## src/rtl/xfi_pkg.sv

```systemverilog
package xfi_pkg;
  typedef enum logic [2:0] {
    RA_CTRL = 3'd0,
    RA_MODE = 3'd1,
    RA_STAT = 3'd2,
    RA_FVA  = 3'd3,
    RA_FPA  = 3'd4,
    RA_RID  = 3'd5
  } reg_idx_e;

  localparam int CLR_BIT   = 12;
  localparam int PROT_LSB  = 5;
  localparam int PROT_W    = 2;
  localparam int COH_BIT   = 8;
  localparam int GRP_LSB   = 13;
  localparam int PORT_LSB  = 8;
  localparam int GRP_BIAS  = 6;
endpackage

```

## src/rtl/xfi_cfg_regs.sv

```systemverilog
module xfi_cfg_regs
  import xfi_pkg::*;
#(
  parameter int N_SRC  = 8,
  parameter int DATA_W = 32
) (
  input  logic                 clk,
  input  logic                 rst_n,
  input  logic                 we,
  input  logic [2:0]           addr,
  input  logic [DATA_W-1:0]    wdata,
  output logic [N_SRC-1:0]     en,
  output logic                 clr,
  output logic [PROT_W-1:0]    prot_sel,
  output logic                 coh
);
  logic                ctrl_we, mode_we;
  logic [N_SRC-1:0]    en_q, en_d;
  logic [PROT_W-1:0]   prot_q, prot_d;
  logic                coh_q, coh_d;

  always_comb begin
    ctrl_we = we && (addr == RA_CTRL);
    mode_we = we && (addr == RA_MODE);
    en_d    = wdata[N_SRC-1:0];
    prot_d  = wdata[PROT_LSB +: PROT_W];
    coh_d   = wdata[COH_BIT];
    clr     = ctrl_we && wdata[CLR_BIT];
  end

  always_ff @(posedge clk or negedge rst_n) begin
    if (!rst_n) begin
      en_q <= '0;
    end else if (ctrl_we) begin
      en_q <= en_d;
    end
  end

  always_ff @(posedge clk or negedge rst_n) begin
    if (!rst_n) begin
      prot_q <= '0;
      coh_q  <= 1'b0;
    end else if (mode_we) begin
      prot_q <= prot_d;
      coh_q  <= coh_d;
    end
  end

  assign en       = en_q;
  assign prot_sel = prot_q;
  assign coh      = coh_q;

  // mode fields only move on a mode write
  p_mode_hold_r10: assert property (@(posedge clk) disable iff (!rst_n)
    !mode_we |=> ($stable(prot_sel) && $stable(coh)));
  // enables only move on a control write
  p_en_hold_r2: assert property (@(posedge clk) disable iff (!rst_n)
    !ctrl_we |=> $stable(en));
endmodule

```

## src/rtl/xfi_fault_latch.sv

```systemverilog
module xfi_fault_latch
  import xfi_pkg::*;
#(
  parameter int N_SRC      = 8,
  parameter int VA_W       = 32,
  parameter int PA_W       = 32,
  parameter int PAGE_SHIFT = 12,
  parameter int GRP_W      = 3,
  parameter int PORT_W     = 4,
  parameter int ID_W       = GRP_LSB + GRP_W
) (
  input  logic               clk,
  input  logic               rst_n,
  input  logic               valid,
  input  logic [N_SRC-1:0]   kind,
  input  logic [VA_W-1:0]    va,
  input  logic [PA_W-1:0]    pa,
  input  logic [GRP_W-1:0]   group,
  input  logic [PORT_W-1:0]  port,
  input  logic               clr,
  output logic [N_SRC-1:0]   status,
  output logic [VA_W-1:0]    va_q,
  output logic [PA_W-1:0]    pa_q,
  output logic [ID_W-1:0]    id_q
);
  localparam logic [VA_W-1:0]  PAGE_MASK =
    ~(({{(VA_W-1){1'b0}}, 1'b1} << PAGE_SHIFT) - {{(VA_W-1){1'b0}}, 1'b1});
  localparam logic [GRP_W-1:0] BIAS = GRP_W'(GRP_BIAS);

  logic [N_SRC-1:0] stat_q, stat_d;
  logic             held_q, held_d;
  logic             cap;
  logic [VA_W-1:0]  va_d;
  logic [PA_W-1:0]  pa_d;
  logic [ID_W-1:0]  id_d;
  logic [VA_W-1:0]  va_r;
  logic [PA_W-1:0]  pa_r;
  logic [ID_W-1:0]  id_r;

  always_comb begin
    stat_d = (clr ? '0 : stat_q) | (valid ? kind : '0);
    held_d = (clr ? 1'b0 : held_q) | valid;
    cap    = valid && (clr || !held_q);
    va_d   = va & PAGE_MASK;
    pa_d   = pa;
    id_d   = '0;
    id_d[GRP_LSB +: GRP_W]   = BIAS - group;
    id_d[PORT_LSB +: PORT_W] = port;
  end

  always_ff @(posedge clk or negedge rst_n) begin
    if (!rst_n) begin
      stat_q <= '0;
      held_q <= 1'b0;
    end else begin
      stat_q <= stat_d;
      held_q <= held_d;
    end
  end

  always_ff @(posedge clk or negedge rst_n) begin
    if (!rst_n) begin
      va_r <= '0;
      pa_r <= '0;
      id_r <= '0;
    end else if (cap) begin
      va_r <= va_d;
      pa_r <= pa_d;
      id_r <= id_d;
    end else if (clr) begin
      va_r <= '0;
      pa_r <= '0;
      id_r <= '0;
    end
  end

  assign status = stat_q;
  assign va_q   = va_r;
  assign pa_q   = pa_r;
  assign id_q   = id_r;

  // status bits are sticky without a clear
  p_sticky_r3: assert property (@(posedge clk) disable iff (!rst_n)
    !clr |=> ((status & $past(status)) == $past(status)));
  // a clear with no new fault empties the status
  p_clear_r5: assert property (@(posedge clk) disable iff (!rst_n)
    (clr && !valid) |=> (status == '0));
  // the record holds while a fault is held and no clear arrives
  p_first_only_r8: assert property (@(posedge clk) disable iff (!rst_n)
    (held_q && !clr) |=> ($stable(va_q) && $stable(pa_q) && $stable(id_q)));
  // a fault together with a clear leaves exactly its kinds
  p_same_cycle_r9: assert property (@(posedge clk) disable iff (!rst_n)
    (clr && valid) |=> (status == $past(kind)));
endmodule

```

## src/rtl/xlat_fault_irq.sv

```systemverilog
module xlat_fault_irq
  import xfi_pkg::*;
#(
  parameter int N_SRC      = 8,
  parameter int DATA_W     = 32,
  parameter int VA_W       = 32,
  parameter int PA_W       = 32,
  parameter int PAGE_SHIFT = 12,
  parameter int GRP_W      = 3,
  parameter int PORT_W     = 4
) (
  input  logic               clk,
  input  logic               rst_n,
  input  logic               flt_valid,
  input  logic [N_SRC-1:0]   flt_kind,
  input  logic [VA_W-1:0]    flt_va,
  input  logic [PA_W-1:0]    flt_pa,
  input  logic [GRP_W-1:0]   flt_group,
  input  logic [PORT_W-1:0]  flt_port,
  input  logic               reg_we,
  input  logic [2:0]         reg_addr,
  input  logic [DATA_W-1:0]  reg_wdata,
  output logic [DATA_W-1:0]  reg_rdata,
  output logic               irq,
  output logic [1:0]         prot_sel,
  output logic               coherent_en
);
  localparam int ID_W = GRP_LSB + GRP_W;

  logic [N_SRC-1:0] en, status;
  logic             clr;
  logic [VA_W-1:0]  va_q;
  logic [PA_W-1:0]  pa_q;
  logic [ID_W-1:0]  id_q;
  logic [DATA_W-1:0] mode_rd;

  xfi_cfg_regs #(.N_SRC(N_SRC), .DATA_W(DATA_W)) u_cfg (
    .clk(clk), .rst_n(rst_n), .we(reg_we), .addr(reg_addr),
    .wdata(reg_wdata), .en(en), .clr(clr), .prot_sel(prot_sel),
    .coh(coherent_en)
  );

  xfi_fault_latch #(
    .N_SRC(N_SRC), .VA_W(VA_W), .PA_W(PA_W), .PAGE_SHIFT(PAGE_SHIFT),
    .GRP_W(GRP_W), .PORT_W(PORT_W), .ID_W(ID_W)
  ) u_latch (
    .clk(clk), .rst_n(rst_n), .valid(flt_valid), .kind(flt_kind),
    .va(flt_va), .pa(flt_pa), .group(flt_group), .port(flt_port),
    .clr(clr), .status(status), .va_q(va_q), .pa_q(pa_q), .id_q(id_q)
  );

  always_comb begin
    mode_rd = '0;
    mode_rd[PROT_LSB +: PROT_W] = prot_sel;
    mode_rd[COH_BIT]            = coherent_en;
    case (reg_addr)
      RA_CTRL: reg_rdata = DATA_W'(en);
      RA_MODE: reg_rdata = mode_rd;
      RA_STAT: reg_rdata = DATA_W'(status);
      RA_FVA:  reg_rdata = DATA_W'(va_q);
      RA_FPA:  reg_rdata = DATA_W'(pa_q);
      RA_RID:  reg_rdata = DATA_W'(id_q);
      default: reg_rdata = '0;
    endcase
  end

  assign irq = |(status & en);

  // a raised interrupt always has a pending enabled source
  p_irq_src_r4: assert property (@(posedge clk) disable iff (!rst_n)
    irq |-> ((status != '0) && (en != '0)));
  // after a clear with no fault the interrupt is low
  p_irq_cleared_r5: assert property (@(posedge clk) disable iff (!rst_n)
    (clr && !flt_valid) |=> !irq);
endmodule

```

## config.mk

```make
export PLATFORM = sky130hd
export DESIGN_NAME = xlat_fault_irq
export DESIGN_NICKNAME = d
export VERILOG_FILES = /design/src/rtl/xfi_pkg.sv /design/src/rtl/xfi_cfg_regs.sv /design/src/rtl/xfi_fault_latch.sv /design/src/rtl/xlat_fault_irq.sv
export SDC_FILE = /design/constraint.sdc
export NUM_CORES = 1
export LEC_CHECK = 0
export ABC_AREA = 1
export ABC_CLOCK_PERIOD_IN_PS = 2150
export BUFFER_PORTS_ARGS = -buffer_cell sky130_fd_sc_hd__buf_2
export CORE_MARGIN = 3
export CORE_UTILIZATION = 50
export CTS_BUF_LIST = sky130_fd_sc_hd__clkbuf_8
export DETAILED_ROUTE_END_ITERATION = 8
export PLACE_DENSITY = 0.81
export SETUP_SLACK_MARGIN = 0.05
export SLEW_MARGIN = 25
export SYNTH_ARGS = -nofsm -noshare
export SYNTH_HDL_FRONTEND = slang
export SYNTH_SLANG_ARGS = --single-unit
```

## constraint.sdc

```tcl
create_clock -name clk -period 2.15 [get_ports clk]
set_input_delay 0.1075 -clock clk [delete_from_list [all_inputs] [get_ports clk]]
set_output_delay 0.1075 -clock clk [all_outputs]
set_load 0.1 [all_outputs]
```

==> results.txt <==
----------------------------------------------------
[Setup path]
  CP startpoint kind ... flip-flop
  Number of cells on the worst reg-to-reg path ... 3
  Reg-to-Reg Start ... u_latch.held_q$_DFF_PN0_
  Required time reported for the critical path endpoint ... between 2 and 2.5 ns
  Maximum net fanout on the critical path ... 3
  Cell family with most CP delay ... simple AND/OR/NAND/NOR gates
  Element type at the critical path end ... output pin
  Buf/Inv on CP ... 1
  Kind of critical path ... flip-flop to output pin
  Endpoint of the worst register-to-register path ... u_latch.va_q[20]$_DFFE_PN0P_
  FF-to-FF setup slack ... 0.73 ns
  Highest cell delay on the worst timing path ... between 0.4 and 0.5 ns
  Arr. time, crit path ... about 1.6 ns
  Cell with the largest stage delay on the worst path ... sky130_fd_sc_hd__dfrtp_1
  Cell chain of the critical path ... nand2_1 > nand4_1 > or2_2 > buf_2

[Layout]
  Number of inserted filler cells in the final layout ... 507
  Leading cell type in the layout, fill and taps excluded ... sky130_fd_sc_hd__nand2_1
  Fraction of final layout cells sized beyond drive strength 1 ... between 20% and 30%
  Leading cell types in the layout, fill and taps excluded ... sky130_fd_sc_hd__nand2_1 (191), sky130_fd_sc_hd__buf_2 (86), sky130_fd_sc_hd__dfrtp_1 (78)
  Layout overhead on the synthesized area ... 44.0%
  Number of inserted diodes ... 0
  Total Nets Final ... 759

[Die]
  Vert. Die Dim ... 97.1 um
  I/O pin count ... 154
  Initial Util ... between 50 and 60%
  Core ar. ... 0.00789 mm2
  FP Rows ... 32
  Die Footprint ... 0.00944 mm2
  Die width ... 97.1 um

[CTS]
  Clock transition at path regs ... 0.08 ns
  Post-CTS setup repair buffer count ... 0
  Number of clock sinks seen by CTS ... 79
  CTS tree ... done
  Clock buffers created by TritonCTS ... 9
  Clock insertion delay at the later pin of the skew report ... 0.36 ns
  Total number of H-tree levels ... 3
  CTS Root Buffer Type ... sky130_fd_sc_hd__clkbuf_8
  Bufs on Longest Clock Path ... 2

[Run status]
  Outcome ... complete, no violations

[Timing]
  Portion of the clock cycle consumed by the worst path in the final layout ... 77.4%
  Skew final ... 0.00645 ns
  Finish-stage setup viols ... 0
  Worst relative slew slack ... between 40% and 50%
  Unrepaired setup endpoints after global routing ... no
  Max frequency ... 601 MHz
  Final critical path time including I/O delays and setup ... 1.66 ns
  Final Slew Violations ... 0
  Setup tns final ... 0 ns
  Slew of the pin with the lowest slew margin ... 0.815 ns
  Final hold violations ... 0
  Minimum hold slack ... 0.000591 ns

[Yosys]
  Warnings from Yosys ... 0
  Total of flip-flops plus latches after synthesis ... 79
  Portion of the post-synthesis area used by sequential elements ... 47.6%
  Synthesized area per cell ... 8.54 um2
  Total nets after synthesis ... 605
  Synthesized-area fraction occupied by ao, oa, aoi and oai cells ... 15.6%
  Mux cell area share after synthesis ... 0%
  Xor/xnor share of the synthesized area ... less than 1%
  Post-synthesis instance total ... roughly 490
  Post-synthesis instance area ... 0.00415 mm2
  Basic-gate share of the synthesized area counting and, or, nand and nor cells ... 29.3%
  Number of distinct library cell variants in the gate-level netlist after synthesis ... 28
  Synth Area in Adders ... 0.301%
  Main combinational cell family by area after synthesis ... simple AND/OR/NAND/NOR gates

[Placed design]
  Port Buf Inserts ... around 120
  Placed wire-length estimate after detailed placement ... 7.76 mm
  Final estimated routing congestion in global placement ... 0.898

[Min path]
  Cell depth of the worst min-delay path ... 3
  Hold crit path type ... input port to flip-flop
  Hold path endpoint ... u_latch.va_q[13]$_DFFE_PN0P_
  Hold wc startpoint ... flt_va[13]

[Detailed routing]
  Vias ... 4,171
  Number of optimization iterations in the first detailed-route pass ... 5
  # DRC ... 0
  Count of nets left with antenna violations after detail routing ... 0
  Per-cell via count in the routed design ... 5.58
  Detailed router's first-iteration violation count ... 284
  Wirelength, routed ... 12.5 mm
  Average wire length per cell after detail routing ... 16.8 um

[Global route]
  First-pass GRT wire length ... 20.6 mm
  Overall Global Routing Usage ... 27.1%
  Vias in the first global route ... 4,144
  GRT Residual Overflow ... 0
  Number of antenna violations at the first check in global routing ... 0
  Largest net degree at the start of global routing ... 68

[Power and ir drop]
  P_leak ... 0.00295 uW
  Power density over cell area ... 791 mW/mm2
  Worst VDD drop ... 0.547 mV

[Flow run]
  Number of maximum-capacitance violations ... 0

----------------------------------------------------
synth_stat cells, drive strengths merged:
master    n  area, um2
a21oi     6       30.0
buf      28        193
clkbuf   12       45.0
clkinv    1       3.75
dfrtp    79       1980
ha        1       12.5
inv      13       48.8
nand2   194        741
nand3    64        320
nand4     5       46.3
nor2      7       33.8
nor3      5       68.8
o211ai   65        598
o21ai     4       20.0
or2       1       6.26
xnor2     1       8.76
logic make-up (layout without fill, tap and decap cells):
| group | after synthesis | count (layout) |
|---|---|---|
| AO/OA/AOI/OAI | 75 | 75 |
| adder cells (fa/ha/maj) | 1 | 1 |
| XOR/XNOR | 1 | 1 |
| buffers and inverters | 54 | 213 |
| flip-flops | 79 | 79 |
| AND/OR/NAND/NOR | 276 | 276 |
power by group:
part | internal [uW] | total [uW] | switching [uW]
Clock | 645 | 1200 | 554
Sequential | 1790 | 2000 | 208
Combinational | 594 | 1530 | 938
Total | 3030 | 4730 | 1700
worst register-to-register path: stages (launching register included):
cell	delay, ns
sky130_fd_sc_hd__dfrtp_2	0.37
sky130_fd_sc_hd__buf_4	0.59
sky130_fd_sc_hd__o211ai_1	0.25
sky130_fd_sc_hd__nand2_1	0.15
worst max-delay path by stage:
stage,slack (ns),endpoint,from,depth (start not counted)
after floorplan,0.20,reg_rdata[0],u_cfg.en[0]$_DFFE_PN0P_,2
after global placement,0.68,u_latch.pa_q[21]$_DFFE_PN0P_,reg_addr[2],6
after detailed placement,0.59,u_latch.pa_q[23]$_DFFE_PN0P_,reg_addr[2],6
after CTS,0.50,irq,u_cfg.en[6]$_DFFE_PN0P_,4
after global routing,0.43,irq,u_cfg.en[6]$_DFFE_PN0P_,4
final,0.49,irq,u_cfg.en[6]$_DFFE_PN0P_,4
metal layers:
layer | vias to the layer above | GRT usage (%) | share of wire, %
li1 | 1945 | - | -
met1 | 2011 | 34.6 | 40
met2 | 185 | 46.5 | 52
met3 | 30 | 4.45 | 5.7
met4 | 0 | 9.61 | 2.5
met5 | - | 0 | 0
flip-flops by register name (all words and copies together) (netlist names):
name	cells
u_cfg.coh	1
u_latch.pa_q	32
u_latch.va_q	20
u_latch.status	8
u_cfg.en	8
u_latch.held_q	1
u_cfg.prot_sel	2
u_latch.id_q	7
per-stage QoR:
step	util, %	std cells	cell area (um2)	setup slack, ns	power, uW
6_report	75.8	747	5980	0.486	4730
4_1_cts	75.8	747	5980	0.497	4730
3_3_place_gp	66.1	676	5220	0.680	3390
2_1_floorplan	-	486	4150	0.198	2930
3_5_place_dp	66.1	676	5220	0.587	3450
5_1_grt	75.8	747	5980	0.425	4950
cell type report:
cell class | instances | area (um2) | area share (%)
clock buffer | 9 | 124 | 2.07
clock inverter | 7 | 88.8 | 1.49
inverter | 14 | 52.6 | 0.879
multi-input combinational | 353 | 1890 | 31.5
sequential | 79 | 1980 | 33.1
tap | 102 | 128 | 2.13
timing repair buffer | 183 | 1720 | 28.8
timing repair:
| action | 4_1_cts | 5_1_grt |
|---|---|---|
| resized for setup | 0 | 0 |
| hold buffers | 55 | 0 |
| hold endpoints to repair | 92 | 0 |
(Power assumes the default switching activity.)
